===== src/rtl/kwd_pkg.sv =====
package kwd_pkg;
  typedef enum logic [1:0] {
    ST_OFF = 2'd0,
    ST_PRE = 2'd1,
    ST_RUN = 2'd2,
    ST_SVC = 2'd3
  } wd_state_e;

  localparam int IDX_CNT0 = 4;
  localparam int IDX_PRD0 = 6;
  localparam int IDX_TCTL = 8;
  localparam int IDX_GCTL = 9;
  localparam int IDX_WCTL = 10;

  localparam int KEY_W = 16;
  localparam int BIT_EN = 14;
  localparam int BIT_FLAG = 15;
endpackage


===== src/rtl/kwd_counter.sv =====
module kwd_counter #(
  parameter int DATA_W = 32,
  parameter int CNT_W  = 64,
  localparam int NH    = CNT_W / DATA_W
) (
  input  logic              clk,
  input  logic              rst,
  input  logic              run,
  input  logic              restart,
  input  logic [NH-1:0]     half_wr,
  input  logic [DATA_W-1:0] wdata,
  output logic [CNT_W-1:0]  cnt
);
  logic [CNT_W-1:0] wval;

  for (genvar h = 0; h < NH; h++) begin : g_half
    assign wval[h*DATA_W +: DATA_W] = half_wr[h] ? wdata : cnt[h*DATA_W +: DATA_W];
  end

  always_ff @(posedge clk) begin
    if (rst)             cnt <= '0;
    else if (restart)    cnt <= '0;
    else if (|half_wr)   cnt <= wval;
    else if (run)        cnt <= cnt + 1'b1;
  end
endmodule


===== src/rtl/kwd_keyfsm.sv =====
module kwd_keyfsm
  import kwd_pkg::*;
#(
  parameter logic [15:0] KEY_ARM = 16'hA5C6,
  parameter logic [15:0] KEY_SVC = 16'hDA7E
) (
  input  logic        clk,
  input  logic        rst,
  input  logic        ctl_wr,
  input  logic [15:0] key,
  input  logic        en_bit,
  input  logic        clr_bit,
  input  logic        hit,
  output wd_state_e   state,
  output logic        flag,
  output logic        fire,
  output logic        restart,
  output logic        wd_rst_o
);
  wd_state_e nxt;
  logic      armed;

  assign armed = (state == ST_RUN) || (state == ST_SVC);

  always_comb begin
    nxt     = state;
    restart = 1'b0;
    fire    = 1'b0;
    if (ctl_wr) begin
      case (state)
        ST_OFF: if (key == KEY_ARM && en_bit) nxt = ST_PRE;
        ST_PRE: if (key == KEY_SVC && en_bit) begin
                  nxt     = ST_RUN;
                  restart = 1'b1;
                end
        ST_RUN: if (key == KEY_ARM) nxt = ST_SVC;
                else fire = 1'b1;
        ST_SVC: if (key == KEY_SVC) begin
                  nxt     = ST_RUN;
                  restart = 1'b1;
                end else fire = 1'b1;
        default: nxt = ST_OFF;
      endcase
    end
    if (armed && hit) begin
      fire    = 1'b1;
      restart = 1'b0;
    end
    if (fire) nxt = ST_OFF;
  end

  always_ff @(posedge clk) begin
    if (rst) begin
      state    <= ST_OFF;
      flag     <= 1'b0;
      wd_rst_o <= 1'b0;
    end else begin
      state    <= nxt;
      wd_rst_o <= fire;
      if (fire)                 flag <= 1'b1;
      else if (ctl_wr && clr_bit) flag <= 1'b0;
    end
  end
endmodule


===== src/rtl/kwd_regs.sv =====
module kwd_regs
  import kwd_pkg::*;
#(
  parameter int ADDR_W = 4,
  parameter int DATA_W = 32,
  parameter int CNT_W  = 64,
  localparam int NH    = CNT_W / DATA_W
) (
  input  logic              clk,
  input  logic              rst,
  input  logic              wr_en,
  input  logic              rd_en,
  input  logic [ADDR_W-1:0] addr,
  input  logic [DATA_W-1:0] wdata,
  input  logic              locked,
  input  logic              flag,
  input  logic [CNT_W-1:0]  cnt,
  output logic [CNT_W-1:0]  prd,
  output logic              run_cfg,
  output logic [NH-1:0]     cnt_wr,
  output logic              ctl_wr,
  output logic [DATA_W-1:0] rdata
);
  logic [1:0]        tmode;
  logic [3:0]        gctl;
  logic [NH-1:0]     prd_wr;
  logic [CNT_W-1:0]  prd_nxt;
  logic              cfg_wr;
  logic [DATA_W-1:0] rmux;

  assign cfg_wr = wr_en && !locked;
  assign ctl_wr = wr_en && (int'(addr) == IDX_WCTL);

  for (genvar h = 0; h < NH; h++) begin : g_dec
    assign cnt_wr[h] = cfg_wr && (int'(addr) == IDX_CNT0 + h);
    assign prd_wr[h] = cfg_wr && (int'(addr) == IDX_PRD0 + h);
    assign prd_nxt[h*DATA_W +: DATA_W] = prd_wr[h] ? wdata : prd[h*DATA_W +: DATA_W];
  end

  always_ff @(posedge clk) begin
    if (rst) begin
      prd   <= '0;
      tmode <= '0;
      gctl  <= '0;
    end else begin
      prd <= prd_nxt;
      if (cfg_wr && int'(addr) == IDX_TCTL) tmode <= wdata[7:6];
      if (cfg_wr && int'(addr) == IDX_GCTL) gctl  <= wdata[3:0];
    end
  end

  assign run_cfg = (tmode != 2'd0) && (gctl[1:0] == 2'b11) && (gctl[3:2] == 2'd2);

  always_comb begin
    rmux = '0;
    for (int h = 0; h < NH; h++) begin
      if (int'(addr) == IDX_CNT0 + h) rmux = cnt[h*DATA_W +: DATA_W];
      if (int'(addr) == IDX_PRD0 + h) rmux = prd[h*DATA_W +: DATA_W];
    end
    if (int'(addr) == IDX_TCTL) rmux[7:6] = tmode;
    if (int'(addr) == IDX_GCTL) rmux[3:0] = gctl;
    if (int'(addr) == IDX_WCTL) begin
      rmux[BIT_FLAG] = flag;
      rmux[BIT_EN]   = locked;
    end
  end

  always_ff @(posedge clk) begin
    if (rst)        rdata <= '0;
    else if (rd_en) rdata <= rmux;
  end
endmodule


===== src/rtl/keyed_watchdog.sv =====
module keyed_watchdog
  import kwd_pkg::*;
#(
  parameter int          ADDR_W  = 4,
  parameter int          DATA_W  = 32,
  parameter int          CNT_W   = 64,
  parameter logic [15:0] KEY_ARM = 16'hA5C6,
  parameter logic [15:0] KEY_SVC = 16'hDA7E
) (
  input  logic              clk,
  input  logic              rst,
  input  logic              wr_en,
  input  logic              rd_en,
  input  logic [ADDR_W-1:0] addr,
  input  logic [DATA_W-1:0] wdata,
  output logic [DATA_W-1:0] rdata,
  output logic              wd_rst_o
);
  localparam int NH = CNT_W / DATA_W;

  wd_state_e        state_q;
  logic             flag_q;
  logic             fire;
  logic             restart;
  logic             run_cfg;
  logic             ctl_wr;
  logic [NH-1:0]    cnt_wr;
  logic [CNT_W-1:0] cnt_q;
  logic [CNT_W-1:0] prd_q;
  logic             locked;

  assign locked = (state_q != ST_OFF);

  kwd_regs #(.ADDR_W(ADDR_W), .DATA_W(DATA_W), .CNT_W(CNT_W)) u_regs (
    .clk(clk), .rst(rst), .wr_en(wr_en), .rd_en(rd_en), .addr(addr),
    .wdata(wdata), .locked(locked), .flag(flag_q), .cnt(cnt_q),
    .prd(prd_q), .run_cfg(run_cfg), .cnt_wr(cnt_wr), .ctl_wr(ctl_wr),
    .rdata(rdata)
  );

  kwd_keyfsm #(.KEY_ARM(KEY_ARM), .KEY_SVC(KEY_SVC)) u_fsm (
    .clk(clk), .rst(rst), .ctl_wr(ctl_wr),
    .key(wdata[DATA_W-1 -: KEY_W]), .en_bit(wdata[BIT_EN]),
    .clr_bit(wdata[BIT_FLAG]), .hit(cnt_q == prd_q),
    .state(state_q), .flag(flag_q), .fire(fire), .restart(restart),
    .wd_rst_o(wd_rst_o)
  );

  kwd_counter #(.DATA_W(DATA_W), .CNT_W(CNT_W)) u_cnt (
    .clk(clk), .rst(rst), .run(run_cfg && !flag_q && !fire),
    .restart(restart), .half_wr(cnt_wr), .wdata(wdata), .cnt(cnt_q)
  );
endmodule


===== config.mk =====
export PLATFORM = sky130hd
export DESIGN_NAME = keyed_watchdog
export DESIGN_NICKNAME = d
export VERILOG_FILES = /design/src/rtl/kwd_pkg.sv /design/src/rtl/kwd_counter.sv /design/src/rtl/kwd_keyfsm.sv /design/src/rtl/kwd_regs.sv /design/src/rtl/keyed_watchdog.sv
export SDC_FILE = /design/constraint.sdc
export NUM_CORES = 1
export LEC_CHECK = 0
export BUFFER_PORTS_ARGS = -buffer_cell sky130_fd_sc_hd__buf_2
export CORE_ASPECT_RATIO = 1.75
export CORE_MARGIN = 2
export CORE_UTILIZATION = 61
export DETAILED_ROUTE_END_ITERATION = 10
export GPL_TIMING_DRIVEN = 0
export PLACE_DENSITY = 0.81
export SLEW_MARGIN = 0
export SYNTH_ARGS = -nofsm -noshare
export SYNTH_HDL_FRONTEND = slang
export SYNTH_SLANG_ARGS = --single-unit

===== constraint.sdc =====
create_clock -name clk -period 4.3 [get_ports clk]
set_clock_uncertainty 0.15 [all_clocks]
set_input_delay 1.29 -clock clk [delete_from_list [all_inputs] [get_ports clk]]
set_output_delay 1.29 -clock clk [all_outputs]
set_load 0.005 [all_outputs]

==> results by group <==
Worst setup path
  • Critical path's top delay family: simple AND/OR/NAND/NOR gates
  • CP Cell Sequence: buf_2 > nor2b_1 > nand2b_1 > clkbuf_1 > nor2_1 > nor4_1 > nand2_1 > o21ai_4 > clkbuf_1 > nor2_1 > a311oi_1
  • CP Max Fanout: 10
  • Critical Path AT: 4.44 ns
  • WP buf/inv: 3
  • RR Endpoint: u_cnt.cnt[17]
  • RR Startpoint: u_cnt.cnt[18]
  • CP Depth: 11
  • Peak per-stage delay on the critical path: a little under 0.6 ns
  • CP required: 4.49 ns
  • Worst setup path category: input port to flop
  • R2R setup slack: roughly 0.37 ns
  • Critical path startpoint category: input port
  • Critical path's slowest cell: nor4_1
  • R2R cell count: 10
  • Nature of the critical path endpoint: flop
  • CP Launch Point: addr[2]

Clock tree
  • Post-CTS sizing: 1
  • CTS Buf Count: 17
  • CTS tree: done
  • Setup Fix Bufs, Post-CTS: 0
  • Clk sinks: between 150 and 200
  • Clock transition at the registers of the reported paths: ~0.070 ns
  • Clock root buffer master: clkbuf_16
  • # hold bufs at CTS: 0
  • Clk Latency, worst-skew pair: between 0.4 and 0.5 ns
  • CTS HTree Levels: 4
  • Clock buffer depth: 2

Final layout
  • NumNets Final: roughly 1400
  • Fin cells: between 1500 and 2000
  • FILL cells: about 1300
  • Synth-to-Final Area Change: 12.50%
  • Fraction of layout cells with a size suffix above 1: between 10% and 20%

Power and ir drop
  • Flop pwr share: between 40% and 50%
  • Internal Power: ~2500 uW
  • Design Power: 3492 uW
  • PD cells: roughly 330 nW/um^2
  • Sw Ratio: between 20% and 30%
  • Leakage: 0.003799 uW
  • Clock power frac: between 40% and 50%
  • Comb pwr share: under 10%
  • Switch Pwr: 987.0 uW
  • Max VDD drop: 0.0003015 V

Timing
  • Minimum clock period: 4.248 ns
  • TNS Setup: 0 ns
  • Setup Viol. Count Final: 0
  • Rel. slew slack: around a quarter
  • Final hold vios: 0
  • RSZ-0062 raised after global routing: no
  • Max-slew violation total from the final report: 0
  • Worst Setup Slack, final: between 0.05 and 0.06 ns
  • Fin crit share: 98.78%
  • Max Fclk: approximately 240 MHz
  • Worst Max-Slew Pin Slew: 1.119 ns

Synthesis
  • Post-synth top cells: 223 x nand2_1, 170 x dfxtp_1, 127 x a21oi_1, 108 x nor2_1, 82 x clkbuf_1
  • Synth async-reset ratio: 0%
  • Syn_nets: 1293
  • Synth area leader: dfxtp_1
  • Number of flops mapped to enable cells by yosys: 0
  • Seq/Total Area, Yosys: a little over a third
  • Syn_area_per_cell: 7.547 um^2
  • Syn Std Cell Area: roughly 9400 um^2
  • Synth top area cells: dfxtp_1 36%, nand2_1 8.9%, a21oi_1 6.7%
  • Cell count after synthesis: 1252
  • Synth Flop Type: dfxtp_1
  • Most frequent cell after synthesis: nand2_1
  • Top cell type's share of synthesized area: between 30% and 40%
  • Synth cell types: 70
  • Yosys Warn Count: 0
  • Flops & latches, synth: 170

Floorplanning
  • Starting Density: between 60% and 70%
  • Core box area: 15240 um^2
  • # IOs: 73
  • Die W: between 90 and 100 um
  • Site Rows: 60
  • Die Ht: 168.6 um
  • Die ar.: between 15000 and 20000 um^2

Routing
  • Highest Signal Layer: met4
  • Routed wl met3: roughly 4600 um
  • Drt first pass iters: 6
  • Drt via density: ~7
  • DR vias: approximately 11000
  • WL/cell: between 20 and 30 um
  • M1 WL: approximately 13000 um
  • Met2 Wirelength: about 19000 um
  • Post-Route WL: a little over 40000 um
  • Drc violations: 0
  • Post-DRT Antenna Nets: 0
  • Initial DRC count: around 1500

Min path
  • WHS Path Cells: 2
  • Hold crit path type: flop to flop
  • Hold_sp: u_regs.prd[41]
  • Hold worst-path end: u_regs.prd[41]

GRT
  • Antenna violations before repair: 1
  • Gr usage total: about half
  • Largest net degree at the start of global routing: 18
  • Vias in the first global route: 10290
  • First-pass GRT wire length: approximately 60000 um
  • Gr ovfl total: 0

Placed design
  • Hpwl dp: 30510 um
  • I/O Buffers: 70
  • Placed cell count: around 1500
  • GPL Wtd Cong: approximately 1.1
  • Pre-CTS setup slack: -0.4858 ns

Run status
  • Status: finished, final reports clean

Flow run
  • # Max-Cap Violations: 0
==> worst min-delay path, cell delays in order, from the launching register on <==
cell	delay [ns]
dfxtp_1	0.32
nand2_1	0.05
a21oi_1	0.05
==> per-stage QoR <==
| step | utilization, % | hold WS (ns) | cell area, um^2 |
|---|---|---|---|
| floorplan | - | 0.2935 | 9449 |
| global placement | 65.83 | 0.3058 | 10030 |
| detailed placement | 65.83 | 0.3166 | 10030 |
| CTS | 69.68 | 0.3262 | 10620 |
| global route | 69.74 | 0.3585 | 10630 |
| finish | 69.75 | 0.3247 | 10630 |
==> sequential cells by signal, indices dropped and copies added (netlist names) <==
signal          count
u_fsm.flag          1
u_regs.gctl         4
u_cnt.cnt          64
u_regs.prd         64
u_regs.tmode        2
u_regs.rdata       32
u_fsm.state         2
u_fsm.wd_rst_o      1
==> worst max path at each step <==
stage and endpoint:
6_report u_cnt.cnt[1], 5_1_grt u_cnt.cnt[1], 4_1_cts u_cnt.cnt[62], 3_5_place_dp u_cnt.cnt[1]
3_3_place_gp u_cnt.cnt[16], 2_1_floorplan u_cnt.cnt[1]
==> logic make-up (layout without fill, tap and decap cells) <==
| logic type | count (synthesis) | in the layout | share of synthesized area, % |
|---|---|---|---|
| multiplexers | 38 | 38 | 4.145 |
| flip-flops | 170 | 170 | 36.02 |
| buffers and inverters | 122 | 224 | 5.098 |
| adder cells (fa/ha/maj) | 1 | 1 | 0.1324 |
| AND/OR/NAND/NOR | 529 | 529 | 26.18 |
| other | 0 | 1 | 0 |
| XOR/XNOR | 51 | 51 | 4.727 |
| AO/OA/AOI/OAI | 341 | 341 | 23.70 |
==> power by group through the flow <==
| stage | Sequential, uW | Combinational (uW) | Clock, uW |
|---|---|---|---|
| final | 1620 | 279 | 1600 |
| after global routing | 1620 | 292 | 1620 |
| after CTS | 1620 | 266 | 1570 |
| after detailed placement | 1650 | 265 | 0 |
| after global placement | 1650 | 263 | 0 |
| after floorplan | 1650 | 138 | 0 |
==> metal layers <==
metal / vias to the layer above / GRT usage (%)
met2: 834 / 79.33
met1: 4943 / 53.63
met3: 274 / 9.868
met4: 0 / 39.92
met5: - / 0
li1: 4730 / -
==> placed cells by master (no fill, tap or decap), types with 10 or more instances in the layout <==
master	count
a211oi_1	30
a221oi_1	26
nor4_1	27
clkbuf_1	82
o31ai_1	13
nand4_1	20
dfxtp_1	170
o21ai_0	36
nor2_1	108
o21ai_1	10
nor3_1	30
and3_1	14
xor2_1	48
nand3_1	45
a21oi_1	127
and2_1	11
nand2_1	223
mux2i_1	29
buf_2	86
inv_1	15
clkbuf_16	17
o22ai_1	14
==> cell type report <==
class	count	area [um^2]	area share, %
inverters	18	67.56	0.6356
multi-input cells	960	5575	52.45
diodes	1	2.502	0.02354
clock inverters	14	153.9	1.448
repair buffers	70	350.3	3.296
plain buffers	104	415.4	3.908
well taps	186	232.7	2.189
clock buffers	18	429.2	4.037
flip-flops and latches	170	3403	32.02
Power figures use the tool's default switching activity.
